`config.mk`:
```
export PLATFORM = sky130hd
export DESIGN_NAME = usat_narrow_unit
export DESIGN_NICKNAME = d
export VERILOG_FILES = /design/src/rtl/usat_narrow_pkg.sv /design/src/rtl/usat_lane_clamp.sv /design/src/rtl/usat_half_merge.sv /design/src/rtl/usat_narrow_unit.sv
export SDC_FILE = /design/constraint.sdc
export NUM_CORES = 1
export LEC_CHECK = 0
export ABC_AREA = 1
export CORE_AREA = 2 2 152 154
export DETAILED_ROUTE_END_ITERATION = 6
export DIE_AREA = 0 0 154 156
export PLACE_DENSITY = 0.76
export REMOVE_ABC_BUFFERS = 1
export SYNTH_ARGS = -nofsm -noshare
export SYNTH_HDL_FRONTEND = slang
export SYNTH_SLANG_ARGS = --single-unit
```
`constraint.sdc`:
```
create_clock -name clk -period 1.25 [get_ports clk]
set_input_delay 0.125 -clock clk [delete_from_list [all_inputs] [get_ports clk]]
set_output_delay 0.125 -clock clk [all_outputs]
set_load 0.03 [all_outputs]
```
`src/rtl/usat_narrow_pkg.sv`:
```
package usat_narrow_pkg;
  typedef enum logic [1:0] {
    WC_B8   = 2'b00,
    WC_H16  = 2'b01,
    WC_W32  = 2'b10,
    WC_RSVD = 2'b11
  } width_code_e;

  // Narrow element width in bits for a valid width code.
  function automatic int unsigned narrow_bits(input logic [1:0] code);
    return 32'd8 << code;
  endfunction

  // Number of vector lanes for a given result width and code.
  function automatic int unsigned lane_count(input int unsigned res_bits, input logic [1:0] code);
    return res_bits / narrow_bits(code);
  endfunction
endpackage

```
`src/rtl/usat_lane_clamp.sv`:
```
module usat_lane_clamp #(
  parameter int NW = 8
) (
  input  logic [2*NW-1:0] wide_in,
  output logic [NW-1:0]   narrow_out,
  output logic            clamped
);
  // Any set bit above the narrow width means the value exceeds 2^NW-1.
  assign clamped    = |wide_in[2*NW-1:NW];
  assign narrow_out = clamped ? {NW{1'b1}} : wide_in[NW-1:0];

  // a clamping lane always yields the all-ones value.
  always_comb begin
    a_r3_clamp_all_ones: assert (!clamped || narrow_out == {NW{1'b1}});
  end
endmodule

```
`src/rtl/usat_half_merge.sv`:
```
module usat_half_merge #(
  parameter int HALF = 64
) (
  input  logic [HALF-1:0]   vec_res,
  input  logic [HALF-1:0]   scl_res,
  input  logic              scalar_mode,
  input  logic              upper_sel,
  input  logic [2*HALF-1:0] dst_prev,
  output logic [2*HALF-1:0] dst_next
);
  always_comb begin
    if (scalar_mode)
      dst_next = {{HALF{1'b0}}, scl_res};
    else if (upper_sel)
      dst_next = {vec_res, dst_prev[HALF-1:0]};
    else
      dst_next = {{HALF{1'b0}}, vec_res};
  end
endmodule

```
`src/rtl/usat_narrow_unit.sv`:
```
module usat_narrow_unit #(
  parameter int RES_BITS = 64
) (
  input  logic                  clk,
  input  logic                  rst_n,
  input  logic                  in_valid,
  input  logic [2*RES_BITS-1:0] src_vec,
  input  logic [1:0]            width_code,
  input  logic                  scalar_mode,
  input  logic                  upper_sel,
  input  logic [2*RES_BITS-1:0] dst_prev,
  input  logic                  sat_clear,
  output logic                  out_valid,
  output logic [2*RES_BITS-1:0] dst_out,
  output logic                  sat_sticky,
  output logic                  undef_op
);
  import usat_narrow_pkg::*;

  localparam int HALF   = RES_BITS;
  localparam int FULL   = 2 * RES_BITS;
  localparam int NCODES = 3;
  localparam int MAXL   = HALF / 8;

  logic [NCODES-1:0][HALF-1:0] vec_res;
  logic [NCODES-1:0][HALF-1:0] scl_res;
  logic [NCODES-1:0][MAXL-1:0] lane_sat;

  for (genvar s = 0; s < NCODES; s++) begin : g_width
    localparam int NW    = 8 << s;
    localparam int LANES = HALF / NW;
    for (genvar e = 0; e < LANES; e++) begin : g_lane
      usat_lane_clamp #(.NW(NW)) u_clamp (
        .wide_in    (src_vec[e*2*NW +: 2*NW]),
        .narrow_out (vec_res[s][e*NW +: NW]),
        .clamped    (lane_sat[s][e])
      );
    end
    if (LANES < MAXL) begin : g_pad
      assign lane_sat[s][MAXL-1:LANES] = '0;
    end
    assign scl_res[s] = {{(HALF-NW){1'b0}}, vec_res[s][NW-1:0]};
  end

  // Named internal events
  logic            code_ok;
  logic            accept;
  logic            reject;
  logic            sat_event;
  logic [HALF-1:0] sel_vec;
  logic [HALF-1:0] sel_scl;
  logic [MAXL-1:0] sel_sat;
  logic [FULL-1:0] dst_next;

  assign code_ok = (width_code != WC_RSVD);
  assign accept  = in_valid && code_ok;
  assign reject  = in_valid && !code_ok;

  always_comb begin
    case (width_code)
      WC_H16:  begin sel_vec = vec_res[1]; sel_scl = scl_res[1]; sel_sat = lane_sat[1]; end
      WC_W32:  begin sel_vec = vec_res[2]; sel_scl = scl_res[2]; sel_sat = lane_sat[2]; end
      default: begin sel_vec = vec_res[0]; sel_scl = scl_res[0]; sel_sat = lane_sat[0]; end
    endcase
  end

  // Scalar mode: only lane 0 can report a clamp.
  assign sat_event = accept &&
                     (scalar_mode ? sel_sat[0] : (|sel_sat));

  usat_half_merge #(.HALF(HALF)) u_merge (
    .vec_res     (sel_vec),
    .scl_res     (sel_scl),
    .scalar_mode (scalar_mode),
    .upper_sel   (upper_sel),
    .dst_prev    (dst_prev),
    .dst_next    (dst_next)
  );

  always_ff @(posedge clk or negedge rst_n) begin
    if (!rst_n) begin
      out_valid  <= 1'b0;
      undef_op   <= 1'b0;
      dst_out    <= '0;
      sat_sticky <= 1'b0;
    end else begin
      out_valid <= in_valid;
      undef_op  <= reject;
      if (accept)
        dst_out <= dst_next;
      sat_sticky <= (sat_clear ? 1'b0 : sat_sticky) | sat_event;
    end
  end

  // one-cycle latency of the valid strobe.
  a_r9_valid_latency: assert property (@(posedge clk) disable iff (!rst_n)
    in_valid |=> out_valid);
  a_r9_valid_single: assert property (@(posedge clk) disable iff (!rst_n)
    !in_valid |=> !out_valid);

  // a reserved code leaves the destination untouched.
  a_r2_undef_holds_dst: assert property (@(posedge clk) disable iff (!rst_n)
    reject |=> (undef_op && $stable(dst_out)));

  // lower-half and scalar writes clear the upper half.
  a_r5_upper_cleared: assert property (@(posedge clk) disable iff (!rst_n)
    (accept && (scalar_mode || !upper_sel)) |=> (dst_out[FULL-1:HALF] == '0));

  // an upper-half write keeps the previous lower half.
  a_r6_lower_kept: assert property (@(posedge clk) disable iff (!rst_n)
    (accept && !scalar_mode && upper_sel) |=> (dst_out[HALF-1:0] == $past(dst_prev[HALF-1:0])));

  // without a clear the flag never falls; a clamp always sets it.
  a_r8_sticky_holds: assert property (@(posedge clk) disable iff (!rst_n)
    (sat_sticky && !sat_clear) |=> sat_sticky);
  a_r8_event_sets: assert property (@(posedge clk) disable iff (!rst_n)
    sat_event |=> sat_sticky);
endmodule

```
# After elaboration in Yosys (flattened, before gate mapping)

Index checks and enable logic that the tools add are counted.

Equality and inequality tests: 3
Mux-type cells: 21
Bitwise logic cells: 1
Reduce and logical (&&, ||, !) cells: 19

Operators by type and width:

| cell                                                            | number |
|---|---|
| 128-bit two-way mux                                             | 2 |
| 64-bit one-hot mux with 2 select lines                          | 1 |
| 8-bit OR reduction                                              | 9 |
| 16-bit two-way mux                                              | 4 |
| 32-bit two-way mux                                              | 2 |
| 8-bit two-way mux                                               | 8 |
| 32-bit one-hot mux with 2 select lines                          | 1 |
| 16-bit OR reduction                                             | 4 |
| 32-bit OR reduction                                             | 2 |
| 8-bit one-hot mux with 2 select lines                           | 1 |
| 1-bit logical AND                                               | 3 |
| 2-bit by 1-bit == test with 1-bit output, second input constant | 1 |
| 2-bit == test, second input constant                            | 1 |
| 1-bit two-way mux                                               | 2 |
| 2-bit inequality test, second input constant                    | 1 |
| 1-bit logical NOT                                               | 1 |
| 1-bit OR                                                        | 1 |

Register bits: 131
Output and inout port bits: 131
Word-level logic and storage cells: 48

# Longest topological paths before layout

Depth after elaboration: 6
Depth in mapped cells: 13

# Modules after synthesis

A second synthesis with hierarchy kept.

Cell total of the unflattened synthesis: 2023
Area total of the unflattened synthesis: 11509.8 um2

By module, submodules not included:

| module                                             | times used | cells an instance | area an instance (um2) | seq. area each (um2) |
|---|---|---|---|---|
| usat_narrow_unit                                   | 1          | 889               | 6457.4                 | 3278.1 |
| usat_half_merge                                    | 1          | 548               | 2322.2                 | 0.0 |
| usat_lane_clamp (g_width[1].g_lane[0].u_clamp ...) | 4          | 49                | 282.8                  | 0.0 |
| usat_lane_clamp (g_width[2].g_lane[0].u_clamp ...) | 2          | 99                | 409.1                  | 0.0 |
| usat_lane_clamp (g_width[0].g_lane[0].u_clamp ...) | 8          | 24                | 97.6                   | 0.0 |

# Least setup slack after synthesis

No wires, ideal clock.

Path type: input to register
From: input width_code[0]
To: register dst_out[4]
Library setup time: 118 ps
Arrival: 1458 ps
Required time: 1132 ps
Setup slack: -326 ps
Cell stages on the path: 8
Cell sequence: inv_1 ha_1 inv_2 clkbuf_1 clkbuf_1 o2111ai_1 nand3_1 nand2_1

Longest elaborated chain between the ends: 4

RTL lines:

| item                                                                             | RTL line               | text |
|---|---|---|
| from (decl)                                                                      | usat_narrow_unit.sv:8  | `input logic [1:0] width_code,` |
| 2-bit == test / 2-bit by 1-bit == test with 1-bit output (equally long branches) | usat_narrow_unit.sv:60 | `case (width_code)` |
| 64-bit one-hot mux with 2 select lines                                           | usat_narrow_unit.sv:60 |  |
| 128-bit two-way mux                                                              | usat_half_merge.sv:14  | `else if (upper_sel)` |
| 128-bit two-way mux                                                              | usat_half_merge.sv:12  | `if (scalar_mode)` |
| to (signal assigned)                                                             | usat_narrow_unit.sv:90 | `dst_out <= dst_next;` |
| to (decl)                                                                        | usat_narrow_unit.sv:14 | `output logic [2*RES_BITS-1:0] dst_out,` |

Several ways; a longest one is shown, not always the timed one.
A chain may end at the register's enable or synchronous reset.

# Worst setup path after layout

From: input src_vec[110]
To: register dst_out[50]

Longest elaborated chain between the ends: 5

RTL lines:

| item                                                             | RTL line               | text |
|---|---|---|
| from (decl)                                                      | usat_narrow_unit.sv:7  | `input logic [2*RES_BITS-1:0] src_vec,` |
| 32-bit OR reduction / 8-bit OR reduction (equally long branches) | usat_lane_clamp.sv:9   | `assign clamped = \|wide_in[2*NW-1:NW];` |
| 32-bit two-way mux / 8-bit two-way mux (equally long branches)   | usat_lane_clamp.sv:10  | `assign narrow_out = clamped ? {NW{1'b1}} : wide_in[NW-1:0];` |
| 64-bit one-hot mux with 2 select lines (*)                       | usat_narrow_unit.sv:60 |  |
| 128-bit two-way mux (*)                                          | usat_half_merge.sv:14  |  |
| 128-bit two-way mux (*)                                          | usat_half_merge.sv:12  |  |

Every way passes the cells marked *; elsewhere a longest branch is shown, timed or not.

==> reports/qor.yml <==
outcome: "finished, violations left"
violations: "negative setup slack"
multi_input_area_mm2: 0.00501
io_buffers: 330
grt_pass1_wl_mm: 54.9
n_fill_cell: 1829
max_cap_violations: 0
final_common_cell: "nand2_1"
worstPathCellList: "clkbuf_2 > nor2_2 > nand4_1 > nor2_2 > nand2_4 > a21oi_4 > buf_6 > o211ai_2 > nand3_1 > nand2_1"
max_slew.worst_pin.slew_ns: 0.408
gp_congestion: 0.894
yosysUniqueCellTypes: 33
yosysWarnings: 0
clk_pin_slew_ns: 0.06
dieArea_mm2: 0.0240
setup_ws_ns: -0.0992
drt_iter0_markers: 866
io_pins: 395
syn_area_mm2: 0.00831
coreArea_mm2: 0.0224
rows: 55
cp_slowest_stage_delay_ns: 0.31
htree_levels: 4
syn_to_final_growth_pct: 77.3
fin_util_pct: 65.9
dpl.cell_count: 1890
synthTopCellsByArea: "dfrtp_1 39%, nand2_1 16%, nand3_1 9.7%"
crit_type: "input port to flip-flop"
leakage_nw: 7.36
hpwl_mm: 25.2
ant_nets: 0
power.internal_mw: 9.93
post_drt_wl_per_cell_um: 18.9
final_area_mm2: 0.0147
switchingPower_mw: 5.41
cts_buffers: 17
avgSynthCellArea_um2: 6.96
postPlaceCellArea_mm2: 0.0131
cp.required_ns: 1.56
instances_no_fill: 1977
setup_violations: 59
num-nets-final: 1945
power_density_mw_per_mm2: 1040
swShare_pct: 35.3
finalSetupTns_ns: -2.09
clk_latency_ns: 0.42
seqPwrFrac_pct: 33.3
grt_usage_pct: 28.9
grt_overflow: 0
min_period_ns: 1.35
ctsLongestPathBuffers: 2
grt_max_degree: 40
drtPass1Iterations: 6
die_h_um: 156
synth_seq_cells: 131
crit_fanout: 8
yosysSeqAreaShare_pct: 39.5
avgViaCountPerCell: 5.44
critPathCaptureType: "flip-flop"
clkSinkCount: 131
ir_drop_uv: 792
start_kind: "input port"
die_w_um: 154
pwr-share-clk_pct: 32.6
vias: 10746
cts_tree: "built"
cts_root_buffer: "clkbuf_16"
slowest_stage: "a21oi_4"
combPwrFrac_pct: 34.1
synth_cells: 1193
drive_gt1_share_pct: 37.5
slew_headroom_pct: 72.8
initial_core_util_pct: 37.1
layout_common_cells: "311 x nand2_1, 156 x buf_4, 131 x dfrtp_1, 122 x nand3_1, 101 x inv_1"
skew_ns: 0
first_global_vias: 10550
drv_slew: 0
path_common_cell: "nor2_2"
antenna_found_initial: 0
timing.final.hold_violations: 0
yosysTopAreaCell: "dfrtp_1"
arrival_ns: 1.66
routed_wl_mm: 37.4
timing.final.crit_share_pct: 108
hp-class: "input port to flip-flop"
fmax_mhz: 741
netlist.area_leader.share_pct: 39.5
regArea_mm2: 0.00328
rsz0062_at_grt: "yes"
drc_errors: 0
[path summary, 6_finish.rpt]
kind	cells past startpoint	start	slack, ns	end
worst max-delay path	10	src_vec[110]	-0.1	dst_out[50]$_DFFE_PN0P_
min in group asynchronous	2	rst_n	0.16	dst_out[31]$_DFFE_PN0P_
worst min register to register	2	dst_out[107]$_DFFE_PN0P_	0.48	dst_out[107]$_DFFE_PN0P_
worst min-delay path	5	src_vec[112]	0.06	dst_out[56]$_DFFE_PN0P_
max in group asynchronous	3	rst_n	0.53	dst_out[102]$_DFFE_PN0P_
worst max register to register	3	dst_out[54]$_DFFE_PN0P_	0.41	dst_out[54]$_DFFE_PN0P_
[layout make-up]
cell class	count	share of cell area [%]
Clock inverter	13	0.926
Clock buffer	18	2.98
Inverter	127	3.33
Timing Repair Buffer	533	34.0
Tap cell	285	2.42
Antenna cell	2	0.0340
Multi-Input combinational cell	868	34.0
Sequential cell	131	22.3
[power by group through the flow]
stage	Sequential (mW)	Combinational (mW)	Clock, mW
after floorplan	6.09	1.30	0
after CTS	5.10	4.98	5.06
final	5.10	5.23	5.01
after global placement	5.16	5.01	0
after detailed placement	5.16	5.08	0
after global routing	5.16	5.58	5.22
[cell usage after synthesis (all sizes together)]
master / instances
nand3b: 15
nand4: 20
clkbuf: 32
nand3: 161
ha: 3
inv: 127
nor3: 5
a21oi: 51
o21ai: 76
o21a: 1
dfrtp: 131
a22o: 33
nand2: 356
nor2: 122
o211ai: 16
buf: 35
a21o: 1
o2111ai: 8
[cells by family after synthesis]
group,count (synthesis),share of synthesized area (%)
and+or+nand+nor,679,35.6
adders and majority gates,3,0.452
buffers and inverters,194,9.98
AOI/OAI and AO/OA,186,14.5
DFF,131,39.5
[sequential cells by signal, indices dropped and copies added (netlist names)]
signal,count
dst_out,128
out_valid,1
undef_op,1
sat_sticky,1
[through the flow]
step,setup slack (ns),power (mW),hold slack (ns)
2_1_floorplan,-3.59,7.39,-0.171
3_3_place_gp,-0.844,10.2,0.0519
3_5_place_dp,-0.862,10.2,0.0586
4_1_cts,-0.0167,15.1,0.165
5_1_grt,-0.136,16.0,0.0978
6_report,-0.0992,15.3,0.0621
[critical path: cells and delay by family]
kind / cells / cell delay, ns
compound gates: 2 / 0.42
buf+inv: 2 / 0.34
simple gates: 6 / 0.76
[timing repair]
action	in CTS	in global routing
hold endpoints to repair	131	1
endpoints found under the setup margin	246	160
gates cloned	6	5
gates resized for setup	649	351
hold buffers	1	1
pin swaps	79	78
setup buffers	24	20
[metal layers]
layer	up-vias	wire, um	global-route usage, %
li1	4890	-	-
met1	5109	14800	36.6
met2	621	18300	48.9
met3	126	2870	4.31
met4	0	1480	13.3
met5	-	0	0
Power figures use the tool's default switching activity.
